`src/rtl/dring_pkg.sv`:
```
package dring_pkg;
  localparam int WORD_W     = 32;
  localparam int SLOTS      = 4;
  localparam int SLOT_W     = $clog2(SLOTS);
  localparam int ENTRY_W    = 4 * WORD_W;
  localparam int NOTIFY_BIT = 16;
  localparam int ST_WR_LSB  = 0;
  localparam int ST_RD_LSB  = 4;
  localparam int ST_EMPTY   = 8;
  localparam int ST_FULL    = 9;
  localparam int ST_ERR     = 10;

  function automatic logic [WORD_W-1:0] pack_status(
    input logic [SLOT_W-1:0] wr, input logic [SLOT_W-1:0] rd,
    input logic empty, input logic full, input logic err);
    logic [WORD_W-1:0] s;
    s = '0;
    s[ST_WR_LSB +: SLOT_W] = wr;
    s[ST_RD_LSB +: SLOT_W] = rd;
    s[ST_EMPTY] = empty;
    s[ST_FULL]  = full;
    s[ST_ERR]   = err;
    return s;
  endfunction
endpackage

```
`src/rtl/slot_ring.sv`:
```
module slot_ring #(
  parameter int ENTRY_W = 128,
  parameter int DEPTH   = 4,
  localparam int PTR_W  = $clog2(DEPTH),
  localparam int CNT_W  = PTR_W + 1
) (
  input  logic               clk,
  input  logic               rst_n,
  input  logic               clr,
  input  logic               push,
  input  logic [ENTRY_W-1:0] push_data,
  input  logic               pop,
  output logic [ENTRY_W-1:0] head_data,
  output logic [PTR_W-1:0]   wr_ptr,
  output logic [PTR_W-1:0]   rd_ptr,
  output logic               full,
  output logic               empty
);
  logic [ENTRY_W-1:0] mem [DEPTH];
  logic [CNT_W-1:0]   cnt_q, cnt_n;
  logic [PTR_W-1:0]   wr_n, rd_n;
  logic               do_push, do_pop;

  assign full    = (cnt_q == CNT_W'(DEPTH));
  assign empty   = (cnt_q == '0);
  assign do_push = push && !full && !clr;
  assign do_pop  = pop && !empty && !clr;
  assign head_data = mem[rd_ptr];

  always_comb begin
    wr_n  = wr_ptr;
    rd_n  = rd_ptr;
    cnt_n = cnt_q;
    if (clr) begin
      wr_n  = '0;
      rd_n  = '0;
      cnt_n = '0;
    end else begin
      if (do_push) wr_n = wr_ptr + 1'b1;
      if (do_pop)  rd_n = rd_ptr + 1'b1;
      cnt_n = cnt_q + CNT_W'(do_push) - CNT_W'(do_pop);
    end
  end

  always_ff @(posedge clk or negedge rst_n) begin
    if (!rst_n) begin
      wr_ptr <= '0;
      rd_ptr <= '0;
      cnt_q  <= '0;
    end else begin
      wr_ptr <= wr_n;
      rd_ptr <= rd_n;
      cnt_q  <= cnt_n;
    end
  end

  always_ff @(posedge clk) begin
    if (do_push) mem[wr_ptr] <= push_data;
  end

  // occupancy bound
  a_r1_no_overflow: assert property (@(posedge clk) disable iff (!rst_n)
    cnt_q <= CNT_W'(DEPTH));
  // full and empty exclusive, equal pointers imply one of them
  a_r1_ptr_equal_flag: assert property (@(posedge clk) disable iff (!rst_n)
    !(full && empty) && ((wr_ptr == rd_ptr) == (full || empty)));
  // a push into a full ring leaves it full
  a_r4_full_holds: assert property (@(posedge clk) disable iff (!rst_n)
    (push && full && !pop && !clr) |=> full);
endmodule

```
`src/rtl/residue_track.sv`:
```
module residue_track #(
  parameter int LEN_W  = 32,
  parameter int BEAT_W = 16
) (
  input  logic              clk,
  input  logic              rst_n,
  input  logic              clr,
  input  logic              load,
  input  logic [LEN_W-1:0]  load_len,
  input  logic              beat,
  input  logic [BEAT_W-1:0] beat_bytes,
  output logic [LEN_W-1:0]  residue,
  output logic              active,
  output logic              finish,
  output logic [LEN_W-1:0]  consumed
);
  logic [LEN_W-1:0] beat_ext, res_n;
  logic             act_n;

  assign beat_ext = LEN_W'(beat_bytes);
  assign finish   = active && beat && (beat_ext >= residue);

  always_comb begin
    consumed = '0;
    if (active && beat) consumed = finish ? residue : beat_ext;
  end

  always_comb begin
    res_n = residue;
    act_n = active;
    if (clr) begin
      res_n = '0;
      act_n = 1'b0;
    end else if (load && !active) begin
      res_n = load_len;
      act_n = 1'b1;
    end else if (active && beat) begin
      res_n = residue - consumed;
      if (finish) act_n = 1'b0;
    end
  end

  always_ff @(posedge clk or negedge rst_n) begin
    if (!rst_n) begin
      residue <= '0;
      active  <= 1'b0;
    end else begin
      residue <= res_n;
      active  <= act_n;
    end
  end

  // residue only rises after an accepted load
  a_r7_rise_on_load: assert property (@(posedge clk) disable iff (!rst_n)
    (residue > $past(residue)) |-> $past(load && !active && !clr));
endmodule

```
`src/rtl/desc_report_rings.sv`:
```
module desc_report_rings
  import dring_pkg::*;
#(
  parameter int BEAT_W = 16,
  parameter int TOT_W  = 64
) (
  input  logic              clk,
  input  logic              rst_n,
  input  logic              ctl_wr_en,
  input  logic              ctl_ring_rst,
  input  logic              dring_err_clr,
  input  logic              rring_err_clr,
  input  logic              desc_push_en,
  input  logic [31:0]       desc_push_word,
  input  logic              rpt_pop_en,
  output logic [31:0]       rpt_pop_word,
  output logic [31:0]       dring_status,
  output logic [31:0]       rring_status,
  output logic              head_avail,
  output logic [63:0]       head_addr,
  output logic [31:0]       head_len,
  input  logic              xfer_take,
  input  logic              xfer_beat,
  input  logic [BEAT_W-1:0] xfer_beat_bytes,
  output logic [31:0]       residue,
  output logic              desc_done
);
  logic               rst_hold_q;
  logic [1:0]         wcnt_q, wcnt_n, ridx_q, ridx_n;
  logic [WORD_W-1:0]  sh0_q, sh1_q, sh2_q;
  logic               derr_q, derr_n, rerr_q, rerr_n, done_n;
  logic [WORD_W-1:0]  act_flags_q, act_len_q;
  logic [TOT_W-1:0]   tot_q, tot_n;
  logic [ENTRY_W-1:0] d_head, r_head, d_entry, r_entry;
  logic [SLOT_W-1:0]  d_wr, d_rd, r_wr, r_rd;
  logic               d_full, d_empty, r_full, r_empty;
  logic               commit, d_push, take_ok, r_push, r_pop;
  logic               active, finish;
  logic [WORD_W-1:0]  consumed;

  assign commit  = desc_push_en && (wcnt_q == 2'd3) && !rst_hold_q;
  assign d_push  = commit && !d_full;
  assign d_entry = {desc_push_word, sh2_q, sh1_q, sh0_q};
  assign head_avail = !d_empty && !active && !rst_hold_q;
  assign take_ok = xfer_take && head_avail;
  assign head_addr = d_head[63:0];
  assign head_len  = d_head[95:64];
  assign tot_n   = tot_q + TOT_W'(consumed);
  assign r_push  = finish && act_flags_q[NOTIFY_BIT];
  assign r_entry = {act_flags_q, act_len_q, tot_n[63:32], tot_n[31:0]};
  assign r_pop   = rpt_pop_en && !r_empty && (ridx_q == 2'd3) && !rst_hold_q;
  assign rpt_pop_word = r_empty ? '0 : r_head[ridx_q*WORD_W +: WORD_W];
  assign dring_status = pack_status(d_wr, d_rd, d_empty, d_full, derr_q);
  assign rring_status = pack_status(r_wr, r_rd, r_empty, r_full, rerr_q);

  slot_ring #(.ENTRY_W(ENTRY_W), .DEPTH(SLOTS)) i_dring (
    .clk(clk), .rst_n(rst_n), .clr(rst_hold_q), .push(d_push),
    .push_data(d_entry), .pop(take_ok), .head_data(d_head),
    .wr_ptr(d_wr), .rd_ptr(d_rd), .full(d_full), .empty(d_empty));

  slot_ring #(.ENTRY_W(ENTRY_W), .DEPTH(SLOTS)) i_rring (
    .clk(clk), .rst_n(rst_n), .clr(rst_hold_q), .push(r_push),
    .push_data(r_entry), .pop(r_pop), .head_data(r_head),
    .wr_ptr(r_wr), .rd_ptr(r_rd), .full(r_full), .empty(r_empty));

  residue_track #(.LEN_W(WORD_W), .BEAT_W(BEAT_W)) i_residue (
    .clk(clk), .rst_n(rst_n), .clr(rst_hold_q), .load(take_ok),
    .load_len(head_len), .beat(xfer_beat), .beat_bytes(xfer_beat_bytes),
    .residue(residue), .active(active), .finish(finish), .consumed(consumed));

  always_comb begin
    wcnt_n = wcnt_q;
    ridx_n = ridx_q;
    derr_n = derr_q;
    rerr_n = rerr_q;
    if (rst_hold_q) begin
      wcnt_n = '0;
      ridx_n = '0;
      derr_n = 1'b0;
      rerr_n = 1'b0;
    end else begin
      if (desc_push_en) wcnt_n = wcnt_q + 1'b1;
      if (rpt_pop_en && !r_empty) ridx_n = ridx_q + 1'b1;
      if (dring_err_clr) derr_n = 1'b0;
      if (commit && d_full) derr_n = 1'b1;
      if (rring_err_clr) rerr_n = 1'b0;
      if ((rpt_pop_en && r_empty) || (r_push && r_full)) rerr_n = 1'b1;
    end
    done_n = r_push && !rst_hold_q;
  end

  always_ff @(posedge clk or negedge rst_n) begin
    if (!rst_n) begin
      rst_hold_q <= 1'b0;
      wcnt_q     <= '0;
      ridx_q     <= '0;
      derr_q     <= 1'b0;
      rerr_q     <= 1'b0;
      desc_done  <= 1'b0;
      tot_q      <= '0;
    end else begin
      if (ctl_wr_en) rst_hold_q <= ctl_ring_rst;
      wcnt_q    <= wcnt_n;
      ridx_q    <= ridx_n;
      derr_q    <= derr_n;
      rerr_q    <= rerr_n;
      desc_done <= done_n;
      if (rst_hold_q) tot_q <= '0;
      else if (active && xfer_beat) tot_q <= tot_n;
    end
  end

  always_ff @(posedge clk) begin
    if (desc_push_en && wcnt_q == 2'd0) sh0_q <= desc_push_word;
    if (desc_push_en && wcnt_q == 2'd1) sh1_q <= desc_push_word;
    if (desc_push_en && wcnt_q == 2'd2) sh2_q <= desc_push_word;
    if (take_ok) begin
      act_len_q   <= head_len;
      act_flags_q <= d_head[127:96];
    end
  end

  // done event lasts one cycle
  a_r8_done_single: assert property (@(posedge clk) disable iff (!rst_n)
    desc_done |=> !desc_done);
  // a done event leaves a report in the ring
  a_r8_done_has_report: assert property (@(posedge clk) disable iff (!rst_n)
    desc_done |-> !r_empty);
  // overflowing commit raises the descriptor error
  a_r4_overflow_err: assert property (@(posedge clk) disable iff (!rst_n)
    (commit && d_full) |=> derr_q);
  // ring reset empties both rings
  a_r6_hold_empty: assert property (@(posedge clk) disable iff (!rst_n)
    $past(rst_hold_q) && rst_hold_q |-> (d_empty && r_empty && !active));
endmodule

```
`config.mk`:
```
export PLATFORM = sky130hd
export DESIGN_NAME = desc_report_rings
export DESIGN_NICKNAME = d
export VERILOG_FILES = /design/src/rtl/dring_pkg.sv /design/src/rtl/slot_ring.sv /design/src/rtl/residue_track.sv /design/src/rtl/desc_report_rings.sv
export SDC_FILE = /design/constraint.sdc
export NUM_CORES = 1
export LEC_CHECK = 0
export BUFFER_PORTS_ARGS = -buffer_cell sky130_fd_sc_hd__clkbuf_2
export CAP_MARGIN = 30
export CORE_UTILIZATION = 55
export CTS_CLUSTER_SIZE = 30
export DETAILED_ROUTE_END_ITERATION = 12
export GPL_TIMING_DRIVEN = 0
export PLACE_DENSITY = 0.76
export SLEW_MARGIN = 20
export SYNTH_ARGS = -nofsm -noshare
export SYNTH_HDL_FRONTEND = slang
export SYNTH_SLANG_ARGS = --single-unit
```
`constraint.sdc`:
```
create_clock -name clk -period 5.2 [get_ports clk]
set_input_delay 0.78 -clock clk [delete_from_list [all_inputs] [get_ports clk]]
set_output_delay 0.78 -clock clk [all_outputs]
set_load 0.01 [all_outputs]
```
# Word level (Yosys, flattened, before mapping)

Memory sizes are Yosys's and may differ from the RTL's.
Index checks and enable logic that the tools add are counted.

Bits in registers: 279
Bits in writable memories: 1024
Input port bits: 58
Output and inout port bits: 226
Word-level logic and storage cells: 128
Memories kept: 2

Add/subtract/negate cells: 12
Order comparisons: 1
Equality and inequality tests: 6
Shifts and indexed selects: 1
Mux-type cells: 36
Reductions and logical operators: 50

Memory list:

| name        | words | width | read ports | clocked after Yosys merged registers in | write ports | RTL line        | text |
|---|---|---|---|---|---|---|---|
| i_dring.mem | 4     | 128   | 1          | 0                                       | 1           | slot_ring.sv:19 | `logic [ENTRY_W-1:0] mem [DEPTH];` |
| i_rring.mem | 4     | 128   | 1          | 0                                       | 1           | slot_ring.sv:19 |  |

Operator list:

| cell                | count |
|---|---|
| $mux 32             | 6 |
| $mux 64             | 2 |
| $shiftx 128x8->32   | 1 |
| $add 64x32->64      | 1 |
| $ge 16x32->1        | 1 |
| $sub 32x32->32      | 1 |
| $logic_and 1x1->1   | 28 |
| $mux 2              | 12 |
| $mux 1              | 14 |
| $reduce_bool 2->1   | 7 |
| $add 2x1->2 const B | 6 |
| $reduce_bool 3->1   | 4 |
| $add 3x1->3         | 2 |
| $eq 2x2->1 const B  | 3 |
| $eq 3x3->1 const B  | 2 |
| $logic_not 1->1     | 6 |
| $logic_not 3->1     | 2 |
| $mux 3              | 2 |
| $sub 3x1->3         | 2 |
| $eq 2x1->1 const B  | 1 |
| $logic_not 2->1     | 1 |
| $reduce_and 2->1    | 1 |
| $logic_or 1x1->1    | 1 |

# Depth between registers and ports, before layout

Gate-level depths: netlist of the first run.

Word-level depth: 9
Gate-level depth with buffers: 25
Mapped depth without buffers: 23

# Hierarchy

Synthesis of the first run repeated with hierarchy kept, for this count alone.

Cell total of the unflattened synthesis: 2988
Area total of the unflattened synthesis: 54222.0 um^2

Modules (own cells, without submodules):

| module            | times used | cells each | area each (um^2) | seq. area each (um^2) |
|---|---|---|---|---|
| slot_ring         | 2          | 716        | 18929.4          | 15549.9 |
| desc_report_rings | 1          | 1043       | 12203.0          | 6606.3 |
| residue_track     | 1          | 513        | 4160.2           | 825.8 |

# Least setup slack after synthesis of the first run

Ideal clock, no wire load.

Path type: in2reg
From: input xfer_beat_bytes[0]
To: memory i_rring.mem[0][54], data pin
Library setup time: 0.277 ns
Data arrival time: 5.647 ns
Required time: 4.923 ns
Setup slack: -0.725 ns
Cell stages on the path: 25
Buffers on the path: 3
Path through: inv_1 ha_1 nand2b_1 a21o_1 a21o_1 a21oi_1 o21ai_0 a21oi_1 a21oi_1 buf_1 buf_1 mux2i_1 nor2_1 ha_1 fa_1 a21o_1 a221oi_2 a21oi_4 a2111oi_4 o311ai_4 a31oi_4 or3_1 clkbuf_1 nor3_1 xor2_1

Longest elaborated chain between the ends: 5

RTL lines:

| item                      | RTL line                | text |
|---|---|---|
| from (decl)               | desc_report_rings.sv:24 | `input logic [BEAT_W-1:0] xfer_beat_bytes,` |
| $ge 16x32->1              | residue_track.sv:21     | `assign finish = active && beat && (beat_ext >= residue);` |
| $logic_and 1x1->1         | residue_track.sv:21     |  |
| $mux 32 (*) (2 in series) | residue_track.sv:25     | `if (active && beat) consumed = finish ? residue : beat_ext;` |
| $add 64x32->64 (*)        | desc_report_rings.sv:48 | `assign tot_n = tot_q + TOT_W'(consumed);` |
| net i_rring.push_data[54] | slot_ring.sv:11         | `input logic [ENTRY_W-1:0] push_data,` |
| to (decl)                 | slot_ring.sv:19         |  |

The timed path passes the listed nets; every way through them passes the cells marked *.

# Worst setup path in the final report of the first run

From: register i_residue.residue[30]
To: memory i_rring.mem[2][58], data pin

Longest elaborated chain between the ends: 5

RTL lines:

| item                      | RTL line                | text |
|---|---|---|
| from (decl)               | residue_track.sv:12     | `output logic [LEN_W-1:0] residue,` |
| from (signal assigned)    | residue_track.sv:48     | `residue <= res_n;` |
| $ge 16x32->1              | residue_track.sv:21     |  |
| $logic_and 1x1->1         | residue_track.sv:21     |  |
| $mux 32 (*) (2 in series) | residue_track.sv:25     |  |
| $add 64x32->64 (*)        | desc_report_rings.sv:48 |  |
| net i_rring.push_data[58] | slot_ring.sv:11         |  |

Marks and branches as above.

==> flow_results.xml, run 1 <==
<?xml version="1.0" encoding="UTF-8"?>
<metrics>
  <group name="status">
    <metric name="outcome" unit="">finished clean</metric>
  </group>
  <group name="place">
    <metric name="detailedPlace.worstSlack" unit="ns">-1.79</metric>
    <metric name="detailed_place_hpwl" unit="mm">89.7</metric>
    <metric name="finalWeightedCongestion" unit="">0.948</metric>
    <metric name="placed_instance_area" unit="um^2">58200</metric>
    <metric name="buffer_ports.inserted" unit="">232</metric>
  </group>
  <group name="clocking">
    <metric name="cts_tree" unit="">yes</metric>
    <metric name="cts.clk_slew.worst_paths" unit="ns">0.06</metric>
    <metric name="clock_tree.buffer_depth" unit="">3</metric>
    <metric name="cts-htree-levels" unit="">4</metric>
    <metric name="clock-sinks" unit="">1303</metric>
    <metric name="worstSkewPairLatency" unit="ns">0.75</metric>
    <metric name="root_buffer" unit="">clkbuf_16</metric>
    <metric name="cts_inserted_buffers" unit="">131</metric>
  </group>
  <group name="global_routing">
    <metric name="grt_first_pass_wirelength" unit="mm">199</metric>
    <metric name="grt-ovfl-total" unit="">0</metric>
    <metric name="pin_count_of_the_biggest_net_entering_global_routing" unit="">84</metric>
    <metric name="grt_antenna_before_repair" unit="">7</metric>
    <metric name="via_count_of_the_first_global_routing_pass" unit="">29900</metric>
    <metric name="grt.total_usage" unit="">0.279</metric>
  </group>
  <group name="critical_path">
    <metric name="critPathCaptureType" unit="">flop</metric>
    <metric name="worst_setup_path_start_kind" unit="">flop</metric>
    <metric name="data_arrival_at_the_endpoint_of_the_critical_path" unit="ns">5.65</metric>
    <metric name="worstPathMaxFanout" unit="">8</metric>
    <metric name="critPathKind" unit="">reg2reg</metric>
    <metric name="crit_required" unit="ns">5.67</metric>
    <metric name="ff2ff_setup_slack" unit="ns">0.02</metric>
  </group>
  <group name="finish">
    <metric name="fillCellCount" unit="">6393</metric>
    <metric name="final_core_utilization" unit="">0.652</metric>
    <metric name="fraction_of_layout_cells_with_a_size_suffix_above_1" unit="">0.291</metric>
    <metric name="number_of_nets_in_the_finished_design" unit="">3699</metric>
    <metric name="final_area" unit="um^2">63300</metric>
    <metric name="syn_to_final_growth" unit="%">16.9</metric>
  </group>
  <group name="flow_run">
    <metric name="reported_max_cap_violation_count" unit="">0</metric>
  </group>
  <group name="detailed_routing">
    <metric name="route.detailed.vias_per_inst" unit="">6.08</metric>
    <metric name="dr.pass1.iters" unit="">6</metric>
    <metric name="initialDrtViolationCount" unit="">3241</metric>
    <metric name="totalWireLength" unit="mm">136</metric>
    <metric name="detail_route.wl_per_cell" unit="um">27.7</metric>
    <metric name="via_count" unit="">29900</metric>
    <metric name="antenna_violating_nets_remaining" unit="">0</metric>
    <metric name="drcViolationCount" unit="">0</metric>
  </group>
  <group name="timing">
    <metric name="timing.fmax" unit="GHz">0.193</metric>
    <metric name="total_setup_violations_reported_at_the_end_of_the_flow" unit="">0</metric>
    <metric name="max_slew_margin" unit="">0.198</metric>
    <metric name="report.final.slew_viol_count" unit="">0</metric>
    <metric name="final-hold-violation-count" unit="">0</metric>
    <metric name="tightestPinTransition" unit="ns">1.19</metric>
    <metric name="setup_total_negative_slack" unit="ns">0</metric>
    <metric name="finClkSkew" unit="ns">0.0384</metric>
    <metric name="final_critical_path_setup_slack" unit="ns">0.0209</metric>
    <metric name="timing.final.crit_share" unit="">0.996</metric>
    <metric name="min_period" unit="ns">5.18</metric>
    <metric name="grt_setup_unrepaired" unit="">yes</metric>
  </group>
  <group name="synth">
    <metric name="asyncSetResetFlopFracSynth" unit="">0.0913</metric>
    <metric name="cell_area_synth" unit="um^2">54100</metric>
    <metric name="yosys_register_bits" unit="">1303</metric>
    <metric name="synth.yosys.seq_area_share" unit="">0.712</metric>
    <metric name="distinct_cell_type_count_of_the_synthesized_netlist" unit="">68</metric>
    <metric name="syn-instance-count" unit="">3020</metric>
    <metric name="synth-edff-count" unit="">1184</metric>
    <metric name="synth-warning-count" unit="">0</metric>
    <metric name="syn_area_per_cell" unit="um^2">17.9</metric>
    <metric name="ys.flop_type" unit="">edfxtp_1</metric>
  </group>
  <group name="power_and_ir_drop">
    <metric name="worst_ir_drop_vdd" unit="mV">0.461</metric>
    <metric name="power.density" unit="nW/um^2">423</metric>
    <metric name="design_power_total" unit="uW">26800</metric>
    <metric name="power.leakage" unit="uW">0.0217</metric>
  </group>
  <group name="die">
    <metric name="initial_core_utilization" unit="">0.557</metric>
    <metric name="rows" unit="">114</metric>
    <metric name="ios" unit="">284</metric>
    <metric name="die_width" unit="um">316</metric>
    <metric name="die_h" unit="um">316</metric>
    <metric name="fp.coreArea" unit="um^2">97100</metric>
    <metric name="fp.dieArea" unit="um^2">99700</metric>
  </group>
  <group name="min_path">
    <metric name="hold_path.class" unit="">in2reg</metric>
  </group>
</metrics>
final cells by class:
| type | count | area (um^2) | share of cell area |
|---|---|---|---|
| diodes | 1 | 2.50 | 0.0000395 |
| clock buffers | 162 | 3440 | 0.0543 |
| well taps | 1276 | 1600 | 0.0252 |
| flip-flops and latches | 1303 | 38500 | 0.609 |
| clock inverters | 74 | 851 | 0.0134 |
| repair buffers | 315 | 2410 | 0.0381 |
| inverters | 52 | 198 | 0.00312 |
| plain buffers | 285 | 1730 | 0.0273 |
| multi-input cells | 1453 | 14500 | 0.230 |
where the power goes:
part	internal (uW)	switching, uW
sequential	11800	346
combinational	2240	2970
clock	5400	3990
layout by cell type (no fill, tap or decap), types with 15 or more instances in the layout:
| master | instances |
|---|---|
| buf_12 | 16 |
| clkinv_2 | 17 |
| nand3_1 | 21 |
| nor2_1 | 109 |
| nand2_1 | 142 |
| clkbuf_1 | 109 |
| clkbuf_2 | 235 |
| dfrtp_1 | 110 |
| clkbuf_16 | 133 |
| nand2b_1 | 24 |
| clkinv_1 | 26 |
| conb_1 | 81 |
| nand4_1 | 21 |
| edfxtp_1 | 1184 |
| mux4_2 | 288 |
| nor2b_1 | 15 |
| ha_1 | 87 |
| buf_16 | 16 |
| o21ai_0 | 56 |
| nor3_1 | 33 |
| a21o_1 | 31 |
| buf_4 | 177 |
| buf_6 | 22 |
| and2_1 | 40 |
| o21a_1 | 16 |
| inv_1 | 48 |
| xnor2_1 | 64 |
| and3_1 | 24 |
| o211ai_1 | 15 |
| xor2_1 | 29 |
| buf_1 | 35 |
| a21oi_1 | 102 |
logic make-up (layout without fill, tap and decap cells):
logic type	count (synthesis)	count (layout)	synth area share
AND/OR/NAND/NOR	510	510	0.0465
AO/OA/AOI/OAI	342	342	0.0417
flip-flops	1303	1303	0.712
buffers and inverters	343	888	0.0345
XOR/XNOR	110	110	0.0178
multiplexers	310	310	0.124
adder cells (fa/ha/maj)	100	100	0.0237
other	2	82	0.000139
final timing paths:
kind / startpoint / endpoint / cells after the start
max in group asynchronous: rst_n / tot_q[37] / 3
min in group asynchronous: rst_n / rerr_q / 2
worst max register to register: i_residue.residue[30] / i_rring.mem[2][58] / 19
worst min-delay path: ctl_ring_rst / rst_hold_q / 2
worst max-delay path: i_residue.residue[30] / i_rring.mem[2][58] / 19
worst min register to register: act_len_q[9] / i_rring.mem[1][73] / 0
per-layer routing:
layer	track usage	vias to the layer above	wire length, um
li1	-	12700	-
met1	0.363	15400	51000
met2	0.453	1493	67500
met3	0.0484	286	10500
met4	0.148	4	7490
met5	0	-	34
critical path, cell delays in order, from the launching register on:
cell       delay, ns
dfrtp_1         0.46
nor4_1          0.53
o2111ai_2       0.30
a21oi_4         0.31
buf_12          0.18
mux2i_4         0.28
nor2_4          0.07
ha_4            0.20
fa_2            0.42
a21o_1          0.25
a221oi_4        0.38
a21oi_4         0.12
a2111oi_4       0.29
buf_4           0.19
o311ai_4        0.12
a31oi_4         0.20
buf_12          0.16
or3_4           0.20
nor2_4          0.05
xor2_2          0.19
synthesized netlist by cell type, types with 35 or more instances:
cell | n | area, um^2
nor3_1 | 35 | 175
a21oi_1 | 108 | 541
mux4_2 | 288 | 6490
buf_1 | 42 | 158
clkbuf_1 | 89 | 334
xnor2_1 | 70 | 613
o21ai_0 | 61 | 305
nor2_1 | 117 | 439
edfxtp_1 | 1184 | 35600
dfrtp_1 | 119 | 2980
xor2_1 | 40 | 350
inv_1 | 52 | 195
ha_1 | 96 | 1200
buf_4 | 152 | 1140
and2_1 | 53 | 332
nand2_1 | 142 | 533
what timing repair did:
item	in CTS	in global routing
hold buffers	1	0
endpoints found under the hold margin	36	0
endpoints found under the setup margin	244	196
setup buffers	19	9
gates resized for setup	66	55
pin swaps	21	22
sequential cells by signal, summed over array words and instances, names as in the netlist, 3 cells and up:
name	cells
sh2_q	32
i_dring.mem	512
i_dring.cnt_q	3
act_len_q	32
tot_q	64
sh1_q	32
i_rring.cnt_q	3
act_flags_q	32
i_residue.residue	32
sh0_q	32
i_rring.mem	512
through the flow:
stage | hold slack, ns | instances
after global placement | 0.472 | 4607
after detailed placement | 0.479 | 4652
final | 0.301 | 4921
after floorplan | 0.459 | 3099
after CTS | 0.267 | 4905
after global routing | 0.287 | 4920
Note: power is estimated with default switching activity, not from simulation.
==> run 2: changes to the inputs <==
CORE_MARGIN = 2   (was not set)
==> flow_results.xml, run 2 (synthesis gave the netlist of run 1 again) <==
<?xml version="1.0" encoding="UTF-8"?>
<metrics>
  <group name="clocking">
    <metric name="worstSkewPairLatency" unit="ns">0.74</metric>
    <metric name="root_buffer" unit="">clkbuf_16</metric>
    <metric name="cts_hold_repair.buffers" unit="">0</metric>
    <metric name="clock-sinks" unit="">1303</metric>
    <metric name="cts_tree" unit="">yes</metric>
    <metric name="cts_inserted_buffers" unit="">130</metric>
    <metric name="cts.clk_slew.worst_paths" unit="ns">0.06</metric>
    <metric name="clock_tree.buffer_depth" unit="">3</metric>
    <metric name="cts-htree-levels" unit="">4</metric>
  </group>
  <group name="global_routing">
    <metric name="grt.total_usage" unit="">0.273</metric>
    <metric name="pin_count_of_the_biggest_net_entering_global_routing" unit="">68</metric>
    <metric name="grt-ovfl-total" unit="">0</metric>
    <metric name="via_count_of_the_first_global_routing_pass" unit="">29800</metric>
    <metric name="grt_antenna_before_repair" unit="">1</metric>
    <metric name="grt_first_pass_wirelength" unit="mm">201</metric>
  </group>
  <group name="finish">
    <metric name="antennaDiodeCount" unit="">0</metric>
    <metric name="area_occupied_by_multi_input_gates" unit="um^2">14600</metric>
    <metric name="fraction_of_layout_cells_with_a_size_suffix_above_1" unit="">0.292</metric>
    <metric name="fillCellCount" unit="">6485</metric>
    <metric name="layout.cells.most_common" unit="">edfxtp_1</metric>
    <metric name="final_area" unit="um^2">63200</metric>
    <metric name="top_regs" unit="">i_dring.mem: 512 flops, i_rring.mem: 512 flops, tot_q: 64 flops</metric>
    <metric name="syn_to_final_growth" unit="%">16.7</metric>
    <metric name="layout.area.seq" unit="um^2">38500</metric>
    <metric name="final_core_utilization" unit="">0.645</metric>
    <metric name="number_of_nets_in_the_finished_design" unit="">3700</metric>
    <metric name="mostFrequentLayoutCells" unit="">1184 x edfxtp_1, 288 x mux4_2, 235 x clkbuf_2</metric>
  </group>
  <group name="timing">
    <metric name="tightestPinTransition" unit="ns">1.10</metric>
    <metric name="report.final.slew_viol_count" unit="">0</metric>
    <metric name="holdWs" unit="ns">0.0402</metric>
    <metric name="final-hold-violation-count" unit="">0</metric>
    <metric name="total_setup_violations_reported_at_the_end_of_the_flow" unit="">0</metric>
    <metric name="timing.final.crit_share" unit="">0.980</metric>
    <metric name="finClkSkew" unit="ns">0.0256</metric>
    <metric name="timing.fmax" unit="GHz">0.196</metric>
    <metric name="max_slew_margin" unit="">0.264</metric>
    <metric name="grt_setup_unrepaired" unit="">yes</metric>
    <metric name="min_period" unit="ns">5.10</metric>
  </group>
  <group name="die">
    <metric name="fp.coreArea" unit="um^2">98000</metric>
    <metric name="fp.dieArea" unit="um^2">101000</metric>
    <metric name="initial_core_utilization" unit="">0.552</metric>
    <metric name="ios" unit="">284</metric>
    <metric name="rows" unit="">115</metric>
    <metric name="die_h" unit="um">318</metric>
    <metric name="die_width" unit="um">318</metric>
  </group>
  <group name="power_and_ir_drop">
    <metric name="worst_ir_drop_vdd" unit="mV">0.356</metric>
    <metric name="seq_power_share" unit="">0.461</metric>
    <metric name="power.density" unit="nW/um^2">418</metric>
    <metric name="pint" unit="uW">19100</metric>
    <metric name="power.switching" unit="uW">7270</metric>
    <metric name="power_switching_share" unit="">0.275</metric>
    <metric name="power.leakage" unit="uW">0.0217</metric>
    <metric name="clockPowerShare" unit="">0.340</metric>
    <metric name="design_power_total" unit="uW">26400</metric>
    <metric name="share_comb_of_total_power" unit="">0.198</metric>
  </group>
  <group name="critical_path">
    <metric name="worst_setup_path_start_kind" unit="">flop</metric>
    <metric name="data_arrival_at_the_endpoint_of_the_critical_path" unit="ns">5.62</metric>
    <metric name="crit_required" unit="ns">5.72</metric>
    <metric name="cp_slowest_stage_delay" unit="ns">0.42</metric>
    <metric name="crit_path_cell_trace" unit="">inv_1 &gt; ha_1 &gt; nor2b_1 &gt; o31a_1 &gt; a32o_2 &gt; a21oi_4 &gt; a21oi_4 &gt; buf_12 &gt; mux2i_4 &gt; nor2_2 &gt; ha_2 &gt; fa_2 &gt; a21o_1 &gt; a221oi_4 &gt; a21oi_4 &gt; a2111oi_4 &gt; o311ai_4 &gt; a31oi_4 &gt; buf_12 &gt; buf_6 &gt; nor2_1 &gt; xnor2_2</metric>
    <metric name="timing.critical_path.mode_cell" unit="">a21oi_4</metric>
    <metric name="critPathKind" unit="">reg2reg</metric>
    <metric name="critPathCaptureType" unit="">flop</metric>
    <metric name="worstPathMaxFanout" unit="">10</metric>
    <metric name="worst_path_max_delay_cell" unit="">dfrtp_2</metric>
  </group>
  <group name="detailed_routing">
    <metric name="totalWireLength" unit="mm">137</metric>
    <metric name="antenna_violating_nets_remaining" unit="">0</metric>
    <metric name="drcViolationCount" unit="">0</metric>
    <metric name="route.detailed.vias_per_inst" unit="">6.08</metric>
    <metric name="initialDrtViolationCount" unit="">3459</metric>
    <metric name="dr.pass1.iters" unit="">5</metric>
    <metric name="detail_route.wl_per_cell" unit="um">27.9</metric>
    <metric name="via_count" unit="">30000</metric>
  </group>
  <group name="min_path">
    <metric name="hold_path.class" unit="">in2async</metric>
  </group>
  <group name="place">
    <metric name="buffer_ports.inserted" unit="">232</metric>
    <metric name="finalWeightedCongestion" unit="">0.957</metric>
    <metric name="placed_instance_area" unit="um^2">58200</metric>
    <metric name="detailed_place_hpwl" unit="mm">90.3</metric>
  </group>
  <group name="flow_run">
    <metric name="reported_max_cap_violation_count" unit="">0</metric>
  </group>
  <group name="status">
    <metric name="outcome" unit="">finished clean</metric>
  </group>
</metrics>
run 2: changes by cell type in the layout (fill, tap and decap cells not counted), moves of 3 or more:
| cell | delta |
|---|---|
| buf_12 | -3 |
| buf_16 | +5 |
| buf_4 | +5 |
| buf_6 | -3 |
| bufinv_16 | -8 |
| clkbuf_1 | +4 |
| clkbuf_16 | +3 |
| clkinv_1 | +3 |
| clkinv_16 | -3 |
| inv_6 | +4 |
| xnor2_1 | -6 |
| xnor2_2 | +6 |
run 2: per-layer routing:
layer  vias to the layer above  GRT usage  routed length [um]
met1                     15400      0.363               51400
met5                         -          0                  12
met4                         2      0.161                9240
met2                      1510      0.432               66200
li1                      12700          -                   -
met3                       320     0.0440               10500
run 2: final timing paths:
path / slack [ns] / depth (start not counted) / to / start
min reg2reg: 0.49 / 0 / i_rring.mem[2][126] / act_flags_q[30]
max in group asynchronous: 4.37 / 2 / i_residue.residue[14] / rst_n
min: 0.04 / 1 / rerr_q / rst_n
max: 0.10 / 22 / i_rring.mem[1][44] / i_residue.residue[10]
max reg2reg: 0.10 / 22 / i_rring.mem[1][44] / i_residue.residue[10]
min in group clk: 0.28 / 2 / rst_hold_q / ctl_ring_rst
run 2: cell type report:
cell class	count	area share
multi-input cells	1453	0.231
clock buffers	168	0.0554
flip-flops and latches	1303	0.610
repair buffers	317	0.0393
plain buffers	285	0.0273
well taps	1287	0.0255
clock inverters	69	0.00853
inverters	52	0.00313
run 2: critical path: cells and delay by family, from the launching register on:
kind	cells	cell delay (ns)
XOR/XNOR	1	0.27
multiplexers	1	0.18
AND/OR/NAND/NOR	3	0.30
AO/OA/AOI/OAI	10	2.23
buffers and inverters	4	0.56
flip-flops	1	0.42
adder cells (fa/ha/maj)	3	0.92
run 2: power by group through the flow:
stage	Clock (uW)	Combinational [uW]	Sequential, uW
global route	9450	5620	12200
floorplan	0	3240	12300
finish	8980	5240	12200
CTS	9090	5000	12200
detailed placement	0	4840	12400
global placement	0	4700	12400
run 2: through the flow:
step | cells | setup TNS [ns] | setup slack, ns
detailed placement | 4663 | -324.69 | -2.23
floorplan | 3099 | 0 | 0.0235
finish | 4934 | 0 | 0.102
global route | 4934 | -0.132 | -0.0173
global placement | 4618 | -2153.30 | -2.29
CTS | 4916 | 0 | 0.00748
run 2: repair_timing:
action                     in CTS  in global routing
pin swaps                      16                 19
buffers inserted               19                 11
cloned                          0                  1
setup endpoints to repair     296                189
gates resized for setup        61                 63
